--- src/rtl/mtr_pkg.sv ---
// Package: shared field positions of the drive control byte.
// Assumes at most four units, so the select field is two bits wide.
package mtr_pkg;
    localparam int SEL_FIELD_W = 2;  // width of the selected-unit field
    localparam int SEL_LSB     = 0;  // selected unit at bits 1:0
    localparam int RST_N_BIT   = 2;  // controller reset, active low
    localparam int IRQ_EN_BIT  = 3;  // interrupt / transfer enable
    localparam int MOTOR_LSB   = 4;  // motor enable of unit 0
    localparam int MAX_UNITS   = 4;
endpackage

--- src/rtl/mtr_unit_timer.sv ---
// Module: per-unit motor state and idle counter.
// The motor starts on access and stops after TIMEOUT unheld ticks with no access.
// Assumes TIMEOUT >= 1 and TIMEOUT fits in CNT_W bits; an access beats a tick.
module mtr_unit_timer #(
    parameter int CNT_W   = 3,
    parameter int TIMEOUT = 2
) (
    input  logic clk,
    input  logic rst_n,
    input  logic access_i,
    input  logic tick_i,
    input  logic hold_i,
    output logic motor_o,
    output logic expire_o
);
    localparam logic [CNT_W-1:0] LAST = CNT_W'(TIMEOUT - 1);

    logic [CNT_W-1:0] cnt_q;
    logic             motor_q;
    logic             age;

    // Purpose: decide whether this tick ages the unit and whether it expires.
    always_comb begin
        age      = tick_i & motor_q & ~hold_i & ~access_i;
        expire_o = age & (cnt_q == LAST);
    end

    // Purpose: update the motor state and the idle count.
    always_ff @(posedge clk) begin
        if (!rst_n) begin
            cnt_q   <= '0;
            motor_q <= 1'b0;
        end else if (access_i) begin
            cnt_q   <= '0;
            motor_q <= 1'b1;
        end else if (expire_o) begin
            cnt_q   <= '0;
            motor_q <= 1'b0;
        end else if (age) begin
            cnt_q   <= cnt_q + 1'b1;
        end
    end

    assign motor_o = motor_q;

    // a held unit with no access keeps its count across the edge
    a_r6_hold_freezes: assert property (@(posedge clk) disable iff (!rst_n)
        (hold_i && !access_i) |=> (cnt_q == $past(cnt_q)));

    // an access restarts the count and leaves the motor running
    a_r7_access_clears: assert property (@(posedge clk) disable iff (!rst_n)
        access_i |=> (cnt_q == '0 && motor_q));

    // the idle count never reaches the timeout value
    a_r5_cnt_bound: assert property (@(posedge clk) disable iff (!rst_n)
        cnt_q < CNT_W'(TIMEOUT));

    // a stopped motor only restarts through an access
    a_r10_off_stays: assert property (@(posedge clk) disable iff (!rst_n)
        (!motor_q && !access_i) |=> !motor_q);
endmodule

--- src/rtl/mtr_dor_build.sv ---
// Module: packs the drive control byte from the selected unit and motor bits.
// Purely combinational, so the byte follows any motor change in the same cycle.
module mtr_dor_build
    import mtr_pkg::*;
#(
    parameter int NUM_UNITS = 4,
    parameter int SEL_W     = 2,
    parameter int DOR_W     = MOTOR_LSB + NUM_UNITS
) (
    input  logic [SEL_W-1:0]     sel_i,
    input  logic [NUM_UNITS-1:0] motor_i,
    output logic [DOR_W-1:0]     dor_o
);
    // Purpose: place each field at its fixed position.
    always_comb begin
        dor_o = '0;
        dor_o[SEL_LSB +: SEL_FIELD_W]    = SEL_FIELD_W'(sel_i);
        dor_o[RST_N_BIT]                 = 1'b1;
        dor_o[IRQ_EN_BIT]                = 1'b1;
        dor_o[MOTOR_LSB +: NUM_UNITS]    = motor_i;
    end
endmodule

--- src/rtl/mtr_recover_gen.sv ---
// Module: raises a one-cycle recovery pulse when the selected unit expires while busy.
// Assumes sel_i is the selection before the current edge's access.
module mtr_recover_gen #(
    parameter int NUM_UNITS = 4,
    parameter int SEL_W     = 2
) (
    input  logic                 clk,
    input  logic                 rst_n,
    input  logic [NUM_UNITS-1:0] expire_i,
    input  logic [SEL_W-1:0]     sel_i,
    input  logic                 busy_i,
    output logic                 recover_o
);
    logic hit;

    // Purpose: check whether the selected unit expires in this cycle.
    always_comb begin
        hit = 1'b0;
        for (int u = 0; u < NUM_UNITS; u++) begin
            if (sel_i == SEL_W'(u) && expire_i[u]) hit = 1'b1;
        end
    end

    // Purpose: register the recovery pulse.
    always_ff @(posedge clk) begin
        if (!rst_n) recover_o <= 1'b0;
        else        recover_o <= hit & busy_i;
    end

    // recovery needs busy high on the expiring edge
    a_r8_needs_busy: assert property (@(posedge clk) disable iff (!rst_n)
        recover_o |-> $past(busy_i));

    // the pulse is one cycle wide
    a_r8_single: assert property (@(posedge clk) disable iff (!rst_n)
        recover_o |=> !recover_o);
endmodule

--- src/rtl/mtr_idle_mgr.sv ---
// Module: top of the motor idle timeout manager.
// Holds the selected unit, instantiates one timer per unit and builds the control byte.
// Assumes one access per cycle and NUM_UNITS <= 4.
module mtr_idle_mgr
    import mtr_pkg::*;
#(
    parameter int NUM_UNITS     = 4,
    parameter int CNT_W         = 3,
    parameter int TIMEOUT_TICKS = 2,
    localparam int SEL_W        = (NUM_UNITS > 1) ? $clog2(NUM_UNITS) : 1,
    localparam int DOR_W        = MOTOR_LSB + NUM_UNITS
) (
    input  logic                 clk,
    input  logic                 rst_n,
    input  logic                 acc_valid,
    input  logic [SEL_W-1:0]     acc_unit,
    input  logic                 tick,
    input  logic                 busy,
    input  logic [NUM_UNITS-1:0] hold,
    output logic [DOR_W-1:0]     dor,
    output logic                 spinup,
    output logic                 recover
);
    logic [SEL_W-1:0]     sel_q;
    logic [NUM_UNITS-1:0] access_vec;
    logic [NUM_UNITS-1:0] motor;
    logic [NUM_UNITS-1:0] expire;
    logic                 spin_d;
    logic                 spin_q;

    // Purpose: decode the access into one strobe per unit and detect a stopped motor.
    always_comb begin
        spin_d = 1'b0;
        for (int u = 0; u < NUM_UNITS; u++) begin
            access_vec[u] = acc_valid && (acc_unit == SEL_W'(u));
            if (access_vec[u] && !motor[u]) spin_d = 1'b1;
        end
    end

    // Purpose: hold the selected unit and register the spin-up pulse.
    always_ff @(posedge clk) begin
        if (!rst_n) begin
            sel_q  <= '0;
            spin_q <= 1'b0;
        end else begin
            if (acc_valid) sel_q <= acc_unit;
            spin_q <= spin_d;
        end
    end

    for (genvar g = 0; g < NUM_UNITS; g++) begin : g_unit
        mtr_unit_timer #(
            .CNT_W   (CNT_W),
            .TIMEOUT (TIMEOUT_TICKS)
        ) i_timer (
            .clk      (clk),
            .rst_n    (rst_n),
            .access_i (access_vec[g]),
            .tick_i   (tick),
            .hold_i   (hold[g]),
            .motor_o  (motor[g]),
            .expire_o (expire[g])
        );
    end

    mtr_recover_gen #(
        .NUM_UNITS (NUM_UNITS),
        .SEL_W     (SEL_W)
    ) i_recover (
        .clk       (clk),
        .rst_n     (rst_n),
        .expire_i  (expire),
        .sel_i     (sel_q),
        .busy_i    (busy),
        .recover_o (recover)
    );

    mtr_dor_build #(
        .NUM_UNITS (NUM_UNITS),
        .SEL_W     (SEL_W),
        .DOR_W     (DOR_W)
    ) i_dor (
        .sel_i   (sel_q),
        .motor_i (motor),
        .dor_o   (dor)
    );

    assign spinup = spin_q;

    // a spin-up pulse coincides with a motor bit that just rose
    a_r4_spin_with_rise: assert property (@(posedge clk) disable iff (!rst_n)
        spinup |-> ((motor & ~$past(motor)) != '0));

    // the selection follows the sampled access
    a_r3_sel_follows: assert property (@(posedge clk) disable iff (!rst_n)
        $past(acc_valid) |-> (sel_q == $past(acc_unit)));

    // at most one motor can start per edge
    a_r3_one_start: assert property (@(posedge clk) disable iff (!rst_n)
        $countones(motor & ~$past(motor)) <= 1);
endmodule

--- config.mk ---
export PLATFORM = sky130hd
export DESIGN_NAME = mtr_idle_mgr
export DESIGN_NICKNAME = d
export VERILOG_FILES = /design/src/rtl/mtr_pkg.sv /design/src/rtl/mtr_unit_timer.sv /design/src/rtl/mtr_dor_build.sv /design/src/rtl/mtr_recover_gen.sv /design/src/rtl/mtr_idle_mgr.sv
export SDC_FILE = /design/constraint.sdc
export NUM_CORES = 1
export LEC_CHECK = 0
export BUFFER_PORTS_ARGS = -buffer_cell sky130_fd_sc_hd__buf_2
export CAP_MARGIN = 25
export CORE_AREA = 5 5 53 55
export CTS_CLUSTER_DIAMETER = 50
export DETAILED_ROUTE_END_ITERATION = 6
export DIE_AREA = 0 0 58 60
export PLACE_DENSITY = 0.72
export SYNTH_ARGS = -nofsm -noshare
export SYNTH_HDL_FRONTEND = slang
export SYNTH_HIERARCHICAL = 1
export SYNTH_SLANG_ARGS = --single-unit
--- constraint.sdc ---
create_clock -name clk -period 1.85 [get_ports clk]
set_input_delay 0.0925 -clock clk [delete_from_list [all_inputs] [get_ports clk]]
set_output_delay 0.0925 -clock clk [all_outputs]
set_load 0.05 [all_outputs]
# After elaboration in Yosys (flattened, before gate mapping)
# Cells that the tools add are included.
dict set report op_classes {
  n_addsub 4
  n_eq_ne 10
  muxes 16
  n_bitwise 26
  n_reduce_logical 26
}
# cell count
set op_table {}
lappend op_table {{$and 1x1->1} 17}
lappend op_table {{$mux 1} 16}
lappend op_table {{$add 3x1->3 const B} 4}
lappend op_table {{$eq 3x1->1 const B} 4}
lappend op_table {{$logic_and 1x1->1} 12}
lappend op_table {{$reduce_or 3->1} 4}
lappend op_table {{$not 1->1} 9}
lappend op_table {{$eq 2x2->1 const B} 4}
lappend op_table {{$reduce_bool 2->1} 4}
lappend op_table {{$eq 2x1->1 const B} 2}
lappend op_table {{$logic_not 1->1} 4}
lappend op_table {{$logic_not 2->1} 2}
dict set report totals {
  register_bits 20
  input_bits 11
  out_inout_bits 10
  word_cells 93
}

# Longest topological paths before layout
# Gate-level depths: netlist of the first run.
dict set report logic_depth {
  ltp_word 11
  depth_mapped 6
  ltp_nobuf 6
}

# Modules after synthesis
# The synthesis of the first run kept the hierarchy.
# module instances cells_per_inst area_per_inst_um2 seq_area_each_um2
set modules_own_cells {}
lappend modules_own_cells {mtr_unit_timer 4 21 225.2 80.1}
lappend modules_own_cells {mtr_idle_mgr 1 15 152.6 60.1}
lappend modules_own_cells {mtr_dor_build 1 9 63.8 0.0}
lappend modules_own_cells {mtr_recover_gen 1 3 48.8 20.0}

# Worst setup path before layout of the first run
# Ideal clock, no wire load.
dict set report synth_timing {
  path_type {input to register}
  start {in acc_unit[0]}
  end {reg i_recover.recover_o}
  setup_time_ns 0.115
  arrival_ns 1.389
  t_required_ns 1.735
  slack_ns 0.346
  stages 5
  n_path_buf 0
  path_cell_list {nor3b_1 -> and4bb_4 -> and3_4 -> mux4_2 -> and3_1}
}
dict set report synth_via {
  elab_chain_cells 11
  word_cells_on_any_way 29
  cone_classes {3 x eq/ne; 4 x mux; 13 x bitwise; 9 x reduce/logical}
}
# element line
set synth_rtl {}
lappend synth_rtl {{from (decl)} mtr_idle_mgr.sv:16} ;# input logic [SEL_W-1:0] acc_unit,
lappend synth_rtl {{$logic_not 2->1} mtr_idle_mgr.sv:35} ;# access_vec[u] = acc_valid && (acc_unit == SEL_W'(u));
lappend synth_rtl {{$logic_and 1x1->1} mtr_idle_mgr.sv:35}
lappend synth_rtl {{$not 1->1} mtr_unit_timer.sv:24} ;# age = tick_i & motor_q & ~hold_i & ~access_i;
lappend synth_rtl {{$and 1x1->1} mtr_unit_timer.sv:24}
lappend synth_rtl {{$and 1x1->1} mtr_unit_timer.sv:25} ;# expire_o = age & (cnt_q == LAST);
lappend synth_rtl {{net expire[0]} mtr_idle_mgr.sv:27} ;# logic [NUM_UNITS-1:0] expire;
lappend synth_rtl {{$logic_and 1x1->1} mtr_recover_gen.sv:20} ;# if (sel_i == SEL_W'(u) && expire_i[u]) hit = 1'b1;
lappend synth_rtl {{$mux 1 (4 in series)} mtr_recover_gen.sv:20}
lappend synth_rtl {{$and 1x1->1} mtr_recover_gen.sv:27} ;# else recover_o <= hit & busy_i;
lappend synth_rtl {{to (signal assigned)} mtr_recover_gen.sv:27}
lappend synth_rtl {{to (decl)} mtr_recover_gen.sv:12} ;# output logic recover_o
# The timed path passes the listed nets, and every way through them passes these cells.
# A chain may end at the register's enable or synchronous reset.

# Final worst setup path of the first run
dict set report layout_timing {
  start {reg g_unit[3].i_timer.motor_q}
  end {reg i_recover.recover_o}
}
dict set report layout_via {
  elab_chain_cells 7
}
# element line
set layout_rtl {}
lappend layout_rtl {{from (decl)} mtr_unit_timer.sv:19} ;# logic motor_q;
lappend layout_rtl {{from (signal assigned)} mtr_unit_timer.sv:32} ;# motor_q <= 1'b0;
lappend layout_rtl {{from (signal assigned)} mtr_unit_timer.sv:35} ;# motor_q <= 1'b1;
lappend layout_rtl {{from (signal assigned)} mtr_unit_timer.sv:38} ;# motor_q <= 1'b0;
lappend layout_rtl {{$and 1x1->1 (3 in series)} mtr_unit_timer.sv:24}
lappend layout_rtl {{$and 1x1->1} mtr_unit_timer.sv:25}
lappend layout_rtl {{net expire[3]} mtr_idle_mgr.sv:27}
lappend layout_rtl {{$logic_and 1x1->1} mtr_recover_gen.sv:20}
lappend layout_rtl {{$mux 1} mtr_recover_gen.sv:20}
lappend layout_rtl {{$and 1x1->1} mtr_recover_gen.sv:27}
# The timed path passes the listed nets, and every way through them passes these cells.

==> results by group, run 1 <==
Synth
  – Compound-cell area share of the yosys netlist: 0.1738
  – Share of the synthesized area in the top cell type: 0.3433
  – Synth Area in Simple Gates: 0.2393
  – Synthesized instance count: 111
  – Register bit total from synthesis: 20
  – Async SR Flop Fraction: 0
  – Adder-cell area share of the yosys netlist: 0.08584
  – Register area share after synthesis: 0.3433
  – YS warnings: 6
  – Cell with the most instances after synthesis: dfxtp_1
  – Post-synth EDFFs: 0
  – Synth area leaders: dfxtp_1 (34%), a2111oi_4 (9.4%), ha_1 (8.6%), and4bb_4 (5.6%), buf_4 (5.2%)
  – Most frequent cells after synthesis: dfxtp_1 (20), nand2_1 (10)
  – Cell variety after synth: 24
  – Xor and xnor fraction of the mapped netlist area: 0.03004
  – Post-synth top flop: dfxtp_1
  – Largest area contributor in the netlist: dfxtp_1
  – Largest family of logic cells by synthesized area: simple AND/OR/NAND/NOR gates
  – Syn_area_per_cell: 10.51 um2
  – Mapped Area: 1166 um2
  – Multiplexer area fraction after synthesis: 0.04721

Die
  – Row cnt: 18
  – DIE WIDTH: 58 um
  – Initial Util: 0.4979
  – Die ar.: 3480 um2
  – I/O pin cnt: 21
  – CORE AREA: 2342 um2
  – Chip Height: 60 um

STA
  – Min cycle time layout: 1563 ps
  – Max Freq: 0.6399 GHz
  – Final Max Tran Viols: 0
  – Fin worst setup slack: 287.4 ps
  – TNS Setup: 0 ps
  – Final period utilization: 0.8447
  – Clock Skew: 2.156 ps
  – WHS: 20.66 ps
  – Setup Viol. Count Final: 0
  – Final Hold Fails: 0
  – RSZ-0062 raised after global routing: false

Route
  – First drt pass iteration count: 4
  – Drt drc: 0
  – Routed vias/inst: 5.314
  – Routed Antenna Nets: 0
  – Routed WL per cell: 13.27 um
  – DRT iter0 DRCs: 26
  – WL final: 2070 um
  – Routed via count: 829

Setup path
  – Crit path DAT: 1770 ps
  – Critical Path Stages: 4
  – Kind of critical path: reg2reg
  – Worst Path Required: 2060 ps
  – Crit path buffers/inverters: 0
  – R2r setup slk: 290 ps
  – Critical path launch point type: flip-flop
  – Slowest CP cell: mux4_2
  – CP delay by family, top: simple AND/OR/NAND/NOR gates
  – Slowest stage delay, CP: 460 ps
  – Reg2reg path depth: 4
  – Max FO, Critical Path: 6
  – CP Cell Sequence: and4bb_4 > and3_4 > mux4_2 > and3_1
  – Critical Path Sink Type: flip-flop

Finish
  – Area growth syn-to-layout: 9.227%
  – Final net count: 146
  – Fin area: 1274 um2
  – Layout cells sized above 1: 0.3016
  – Number of diodes: 0
  – FILL cells: 217

Global routing
  – Pin count of the biggest net entering global routing: 17
  – Global-route usage over all layers: 0.1374
  – Global-route wire length before repair: 3650 um
  – Vias in the first global route: 868
  – Initial antenna violation count: 0
  – Overflow after GRT: 0

Place
  – HPWL Detailed: 1635 um
  – RD Place Congestion: 0.7257
  – Port Buffers: 18
  – Dpl cell area: 1237 um2
  – Dpl ws: 103.2 ps

Pwr
  – Sw Pwr: 231.8 uW
  – VDD IR max: 0.3275 mV
  – Cell area power density: 656.7 nW/um2
  – LEAKAGE: 0.4987 nW
  – Sequential share of power: 0.543
  – Switching share of power: 0.2771
  – Clock share of power: 0.304
  – Pint: 604.7 uW
  – Pwr Total: 836.5 uW
  – Comb power frac: 0.153

CTS
  – CTS buffer count: 3
  – Clock root buffer: clkbuf_4
  – Max clock buf depth: 2
  – CTS tree: done
  – Clock Latency Late Sink: 300 ps
  – Clock transition at the registers of the reported paths: 110 ps
  – H-tree depth: 1
  – CTS Hold Buffers Added: 0
  – Post-cts sizing count: 0
  – Clock sinks: 20
  – Post-CTS Setup Inserts: 0

Worst hold path
  – Worst hold path type: in2reg
  – Worst Hold Path Cells: 2

Run
  – Max Cap Viol: 0

Outcome
  – Status: finished clean
-- flip-flops by register name, summed over array words and instances (netlist names) --
name,cells
g_unit.i_timer/motor_o,4
spinup,1
g_unit.i_timer/cnt_q,12
sel_q,2
i_recover/recover_o,1
-- layout by cell type (no fill, tap or decap) --
cell type and count:
a2111oi_4 4, a211oi_1 4, a21boi_0 1, a31o_1 4, and3_1 1, and3_2 1
and3_4 4, and3b_2 1, and4bb_4 4, buf_2 18, clkbuf_4 3, clkbuf_8 1
conb_1 2, dfxtp_1 20, ha_1 8, inv_1 8, mux2i_1 1, mux4_2 2
nand2_1 10, nand2b_1 5, nor2_1 6, nor2b_1 1, nor3_1 8, nor3b_1 1
o21ai_1 4, xnor2_1 4
-- through the flow --
step | util | std cells
after CTS | 0.5438 | 156
after global placement | 0.5283 | 152
after floorplan | - | 112
after detailed placement | 0.5283 | 152
after global routing | 0.5438 | 156
final | 0.5438 | 156
-- layer usage --
metal	track usage	wire, um	vias up
met5	0	0	-
met4	0.05960	25	0
met3	0.03888	132	4
met2	0.2355	963	21
met1	0.1596	949	387
li1	-	-	417
-- path summary, 6_finish.rpt --
path                                     startpoint                                endpoint
max          g_unit[3].i_timer/motor_o$_SDFFE_PN0P_          i_recover/recover_o$_SDFF_PN0_
min                                            busy          i_recover/recover_o$_SDFF_PN0_
max reg2reg  g_unit[3].i_timer/motor_o$_SDFFE_PN0P_          i_recover/recover_o$_SDFF_PN0_
min reg2reg  g_unit[2].i_timer/motor_o$_SDFFE_PN0P_  g_unit[2].i_timer/motor_o$_SDFFE_PN0P_
-- power groups by stage --
stage,logic [mW],clock network (mW),registers (mW)
6_report,0.128,0.255,0.454
4_1_cts,0.128,0.268,0.455
2_1_floorplan,0.101,0,0.466
5_1_grt,0.136,0.288,0.457
3_5_place_dp,0.127,0,0.465
3_3_place_gp,0.125,0,0.464
-- area by class of cell --
type,count,area (um2),share of cell area
Timing Repair Buffer,18,90.09,0.07073
Multi-Input combinational cell,76,679.4,0.5334
Tap cell,30,37.54,0.02947
Inverter,8,30.03,0.02358
Clock buffer,4,36.28,0.02849
Sequential cell,20,400.4,0.3143
-- cell families (layout without fill, tap and decap cells) --
group / Yosys count / count (layout)
xor+xnor: 4 / 4
mux: 3 / 3
fa+ha+maj: 8 / 8
compound gates: 17 / 17
other cells: 1 / 2
flops: 20 / 20
simple gates: 42 / 42
buf+inv: 16 / 30
No activity file was read; power rests on OpenSTA's default activity.
==> inputs of run 2 (changes only) <==
--- a/config.mk
+++ b/config.mk
@@ -7,11 +7,11 @@
 export LEC_CHECK = 0
 export BUFFER_PORTS_ARGS = -buffer_cell sky130_fd_sc_hd__buf_2
 export CAP_MARGIN = 25
-export CORE_AREA = 5 5 53 55
+export CORE_AREA = 5 5 55 57
 export CTS_CLUSTER_DIAMETER = 50
 export DETAILED_ROUTE_END_ITERATION = 6
-export DIE_AREA = 0 0 58 60
-export PLACE_DENSITY = 0.72
+export DIE_AREA = 0 0 60 62
+export PLACE_DENSITY = 0.69
 export SYNTH_ARGS = -nofsm -noshare
 export SYNTH_HDL_FRONTEND = slang
 export SYNTH_HIERARCHICAL = 1
==> constraint.sdc (replaced) <==
create_clock -name clk -period 1.3 [get_ports clk]
set_input_delay 0.065 -clock clk [delete_from_list [all_inputs] [get_ports clk]]
set_output_delay 0.065 -clock clk [all_outputs]
set_load 0.05 [all_outputs]
==> results by group, run 2 (same netlist as run 1, synthesis figures left out) <==
Outcome
  – Status: finished with violations
  – Failing checks: setup timing

Die
  – Row cnt: 18
  – DIE WIDTH: 60 um
  – Initial Util: 0.4794
  – CORE AREA: 2432 um2
  – I/O pin cnt: 21
  – Chip Height: 62 um
  – Die ar.: 3720 um2

CTS
  – H-tree depth: 1
  – CTS tree: done
  – Max clock buf depth: 2
  – Clock root buffer: clkbuf_4
  – Clock Latency Late Sink: 300 ps
  – Clock transition at the registers of the reported paths: 120 ps
  – Clock sinks: 20
  – CTS buffer count: 3

Setup path
  – Crit path DAT: 1600 ps
  – Kind of critical path: reg2reg
  – Max FO, Critical Path: 2
  – Worst Path Required: 1520 ps
  – Critical Path Sink Type: flip-flop
  – Critical path launch point type: flip-flop

Route
  – Routed vias/inst: 5.140
  – DRT iter0 DRCs: 60
  – Drt drc: 0
  – Routed via count: 956
  – WL final: 2486 um
  – Routed Antenna Nets: 0
  – Routed WL per cell: 13.37 um
  – First drt pass iteration count: 4

Global routing
  – Initial antenna violation count: 0
  – GR Layer Usage met2: 0.2623
  – Global-route usage over all layers: 0.1448
  – Met3 usage: 0.03099
  – M1 GR Usage: 0.1608
  – Layer with the highest usage: met2
  – Pin count of the biggest net entering global routing: 17
  – Global-route wire length before repair: 4002 um
  – Overflow after GRT: 0
  – Vias in the first global route: 976

Pwr
  – Clock share of power: 0.298
  – Comb power frac: 0.184
  – Sequential share of power: 0.517
  – Pint: 891.6 uW
  – Sw Pwr: 349.4 uW
  – VDD IR max: 0.4601 mV
  – Cell area power density: 805.1 nW/um2
  – LEAKAGE: 0.6590 nW
  – Switching share of power: 0.2815

Finish
  – Layout cells sized above 1: 0.5192
  – FILL cells: 199
  – Most frequent cells in the layout: buf_4 (28), buf_2 (18), dfxtp_1 (15)
  – Final net count: 176
  – Largest Register: g_unit.i_timer/cnt_q
  – Max reg flops: 12
  – Number of diodes: 0
  – Commonest non-fill, non-tap cell in the layout: buf_4
  – Fin area: 1541 um2
  – Area growth syn-to-layout: 32.19%

STA
  – Fin worst setup slack: -84.47 ps
  – Setup Viol. Count Final: 1
  – Final Max Tran Viols: 0
  – RSZ-0062 raised after global routing: true
  – Clock Skew: 7.323 ps
  – Final Hold Fails: 0
  – Final period utilization: 1.065
  – Max Freq: 0.7223 GHz
  – Min cycle time layout: 1384 ps

Run
  – Max Cap Viol: 0

Place
  – Dpl ws: -230.9 ps
  – RD Place Congestion: 0.7704
  – Port Buffers: 18
  – HPWL Detailed: 2018 um
  – Dpl cell area: 1444 um2

Worst hold path
  – Worst hold path type: in2reg
==> run 2: changes by cell type in the layout (fill, tap and decap cells not counted), moves of 3 or more <==
cell	change
buf_4	+28
dfxtp_1	-5
dfxtp_2	+5
ha_1	-4
ha_2	+3
inv_1	-3
inv_2	+3
==> run 2: worst paths after layout <==
check,end,slack (ps),startpoint,cells after the start
setup / recovery,i_recover/recover_o$_SDFF_PN0_,-80,g_unit[1].i_timer/cnt_q[1]$_SDFFE_PP0P_,5
hold / removal,spinup$_SDFF_PN0_,20,acc_valid,3
setup reg to reg,i_recover/recover_o$_SDFF_PN0_,-80,g_unit[1].i_timer/cnt_q[1]$_SDFFE_PP0P_,5
hold reg to reg,sel_q[0]$_SDFFE_PN0P_,540,sel_q[0]$_SDFFE_PN0P_,2
==> run 2: critical path, cell delays in order (launching register included) <==
cell and delay, ps:
dfxtp_2 350, inv_2 30, ha_2 160, and3_4 150, mux4_2 450, and3_4 150
==> run 2: through the flow <==
step / power [mW] / setup TNS (ps) / hold slack (ps) / utilization / instances
2_1_floorplan: 0.8089 / -91.38 / 183.6 / - / 112
3_3_place_gp: 0.8697 / -173.7 / 311.5 / 0.5936 / 177
3_5_place_dp: 0.8771 / -365.9 / 319.5 / 0.5936 / 177
4_1_cts: 1.258 / -127.9 / 5.781 / 0.6317 / 186
5_1_grt: 1.302 / -135.0 / 13.89 / 0.6337 / 186
6_report: 1.241 / -84.47 / 17.41 / 0.6337 / 186
==> run 2: layer usage <==
metal / share of wire / up-vias
met5: 0 / -
met4: 0.011 / 0
met3: 0.056 / 2
met2: 0.48 / 23
met1: 0.45 / 455
li1: - / 476
==> run 2: cell type report <==
type                    count  area, um2  share of cell area
clock buffers               4      36.28             0.02354
inverters                   8      30.03             0.01948
multi-input cells          76      709.4              0.4602
flip-flops and latches     20      406.6              0.2638
well taps                  30      37.54             0.02435
repair buffers             48      321.6              0.2086
==> run 2: power groups by stage <==
| stage | clock, mW | combinational, mW | sequential, mW |
|---|---|---|---|
| floorplan | 0 | 0.145 | 0.664 |
| global placement | 0 | 0.215 | 0.655 |
| detailed placement | 0 | 0.221 | 0.656 |
| CTS | 0.387 | 0.228 | 0.642 |
| global route | 0.413 | 0.244 | 0.645 |
| finish | 0.370 | 0.229 | 0.642 |
==> run 2: repair_timing <==
action / 4_1_cts / 5_1_grt
hold buffers: 1 / 0
setup endpoints to repair: 1 / 2
setup buffers: 4 / 1
hold endpoints to repair: 1 / 0
cloned: 0 / 0
gates resized for setup: 5 / 2
pin swaps: 5 / 2
==> inputs of run 3 (changes only) <==
==> constraint.sdc (replaced) <==
create_clock -name clk -period 1.3 [get_ports clk]
set_input_delay 0 -clock clk [delete_from_list [all_inputs] [get_ports clk]]
set_output_delay 0 -clock clk [all_outputs]
set_load 0.05 [all_outputs]
==> results by group, run 3 (same netlist as run 1, synthesis figures left out) <==
Outcome
  – Status: finished with violations
  – Failing checks: setup timing

Setup path
  – Max FO, Critical Path: 2
  – Crit path DAT: 1590 ps
  – Critical Path Sink Type: flip-flop
  – R2r setup slk: -90 ps
  – CP delay by family, top: simple AND/OR/NAND/NOR gates
  – Crit path buffers/inverters: 0
  – Slowest CP cell: mux4_2
  – Worst Path Required: 1500 ps
  – Critical path launch point type: flip-flop
  – Slowest stage delay, CP: 450 ps
  – Kind of critical path: reg2reg
  – CP Cell Sequence: and4bb_4 > and3_4 > mux4_2 > and3_4
  – Most frequent CP cell: and3_4

Die
  – CORE AREA: 2432 um2
  – Die ar.: 3720 um2
  – Initial Util: 0.4794
  – Chip Height: 62 um
  – I/O pin cnt: 21
  – Row cnt: 18
  – DIE WIDTH: 60 um

Route
  – First drt pass iteration count: 4
  – Routed vias/inst: 5.066
  – WL final: 2473 um
  – DRT iter0 DRCs: 30
  – Routed Antenna Nets: 0
  – Routed via count: 927
  – Drt drc: 0
  – Routed WL per cell: 13.51 um

STA
  – RSZ-0062 raised after global routing: true
  – Clock Skew: 1.129 ps
  – Final period utilization: 1.069
  – Setup Viol. Count Final: 1
  – Min cycle time layout: 1389 ps
  – Fin worst setup slack: -89.09 ps
  – TNS Setup: -89.09 ps
  – Final Max Tran Viols: 0
  – Max Freq: 0.7199 GHz
  – Final Hold Fails: 0

Global routing
  – Initial antenna violation count: 0
  – Overflow after GRT: 0
  – Vias in the first global route: 979
  – Pin count of the biggest net entering global routing: 17
  – Global-route usage over all layers: 0.1480
  – Global-route wire length before repair: 4140 um

Pwr
  – Cell area power density: 760.7 nW/um2
  – Comb power frac: 0.198
  – Sequential share of power: 0.552
  – Pwr Total: 1.162 mW
  – LEAKAGE: 0.6406 nW
  – Switching share of power: 0.2846
  – Clock share of power: 0.250
  – Pint: 831.4 uW
  – VDD IR max: 0.4820 mV
  – Sw Pwr: 330.7 uW

Place
  – Port Buffers: 18
  – HPWL Detailed: 1915 um
  – RD Place Congestion: 0.8177

Finish
  – Area growth syn-to-layout: 31.01%
  – FILL cells: 209
  – Most frequent cells in the layout: buf_4 (26), buf_2 (18), dfxtp_1 (14)
  – Final net count: 174
  – Commonest non-fill, non-tap cell in the layout: buf_4
  – Layout cells sized above 1: 0.5033
  – Largest Register: g_unit.i_timer/cnt_q
  – Max reg flops: 12
  – Number of diodes: 0

Worst hold path
  – Worst hold path type: in2reg

CTS
  – Max clock buf depth: 2
  – CTS buffer count: 3
  – Clock Latency Late Sink: 290 ps
  – Clock sinks: 20
  – Clock transition at the registers of the reported paths: 110 ps
  – CTS tree: done
  – Clock root buffer: clkbuf_4
  – H-tree depth: 1

Run
  – Max Cap Viol: 0
run 3: through the flow:
stage          instance area [um2]    util  hold WS (ps)  worst slack [ps]  instances
6_report                      1528  0.6281         34.30            -89.09        183
5_1_grt                       1528  0.6281         40.96            -128.0        183
4_1_cts                       1486  0.6111        -66.42            -96.94        180
3_5_place_dp                  1431  0.5885         246.5            -220.0        176
3_3_place_gp                  1431  0.5885         247.8            -161.6        176
2_1_floorplan                 1184       -         118.6            -91.38        112
run 3: repair_timing:
action,in CTS,in global routing
hold endpoints to repair,2,1
setup buffers,0,2
gates resized for setup,5,4
endpoints found under the setup margin,1,3
hold buffers,1,1
gates cloned,0,0
pin swaps,0,7
run 3: worst paths after layout:
kind                                           from                             end  depth (start not counted)
max          g_unit[1].i_timer/motor_o$_SDFFE_PN0P_  i_recover/recover_o$_SDFF_PN0_                          4
min                                     acc_unit[0]           sel_q[0]$_SDFFE_PN0P_                          3
max reg2reg  g_unit[1].i_timer/motor_o$_SDFFE_PN0P_  i_recover/recover_o$_SDFF_PN0_                          4
min reg2reg                   sel_q[0]$_SDFFE_PN0P_           sel_q[0]$_SDFFE_PN0P_                          2
run 3: worst min-delay path: stages:
cell	delay [ps]
buf_2	130
nand2_1	80
a21boi_0	80
run 3: final cells by class:
class	instances	area (um2)	area share
clock buffers	3	22.52	0.01474
multi-input cells	76	724.4	0.4742
flip-flops and latches	20	407.9	0.2670
inverters	8	30.03	0.01966
repair buffers	46	305.3	0.1998
well taps	30	37.54	0.02457
run 3: power groups by stage:
stage                     logic (mW)  registers [mW]  clock network, mW
after floorplan                0.145           0.664                  0
after global placement         0.212           0.655                  0
after detailed placement       0.217           0.655                  0
after CTS                      0.222           0.642              0.304
after global routing           0.246           0.645              0.337
final                          0.230           0.642              0.290
run 3: layer usage:
metal,vias up,wire [um],GRT usage
met4,0,15,0.05063
met5,-,0,0
met1,432,1082,0.1690
met3,2,161,0.03306
met2,20,1213,0.2716
li1,473,-,-
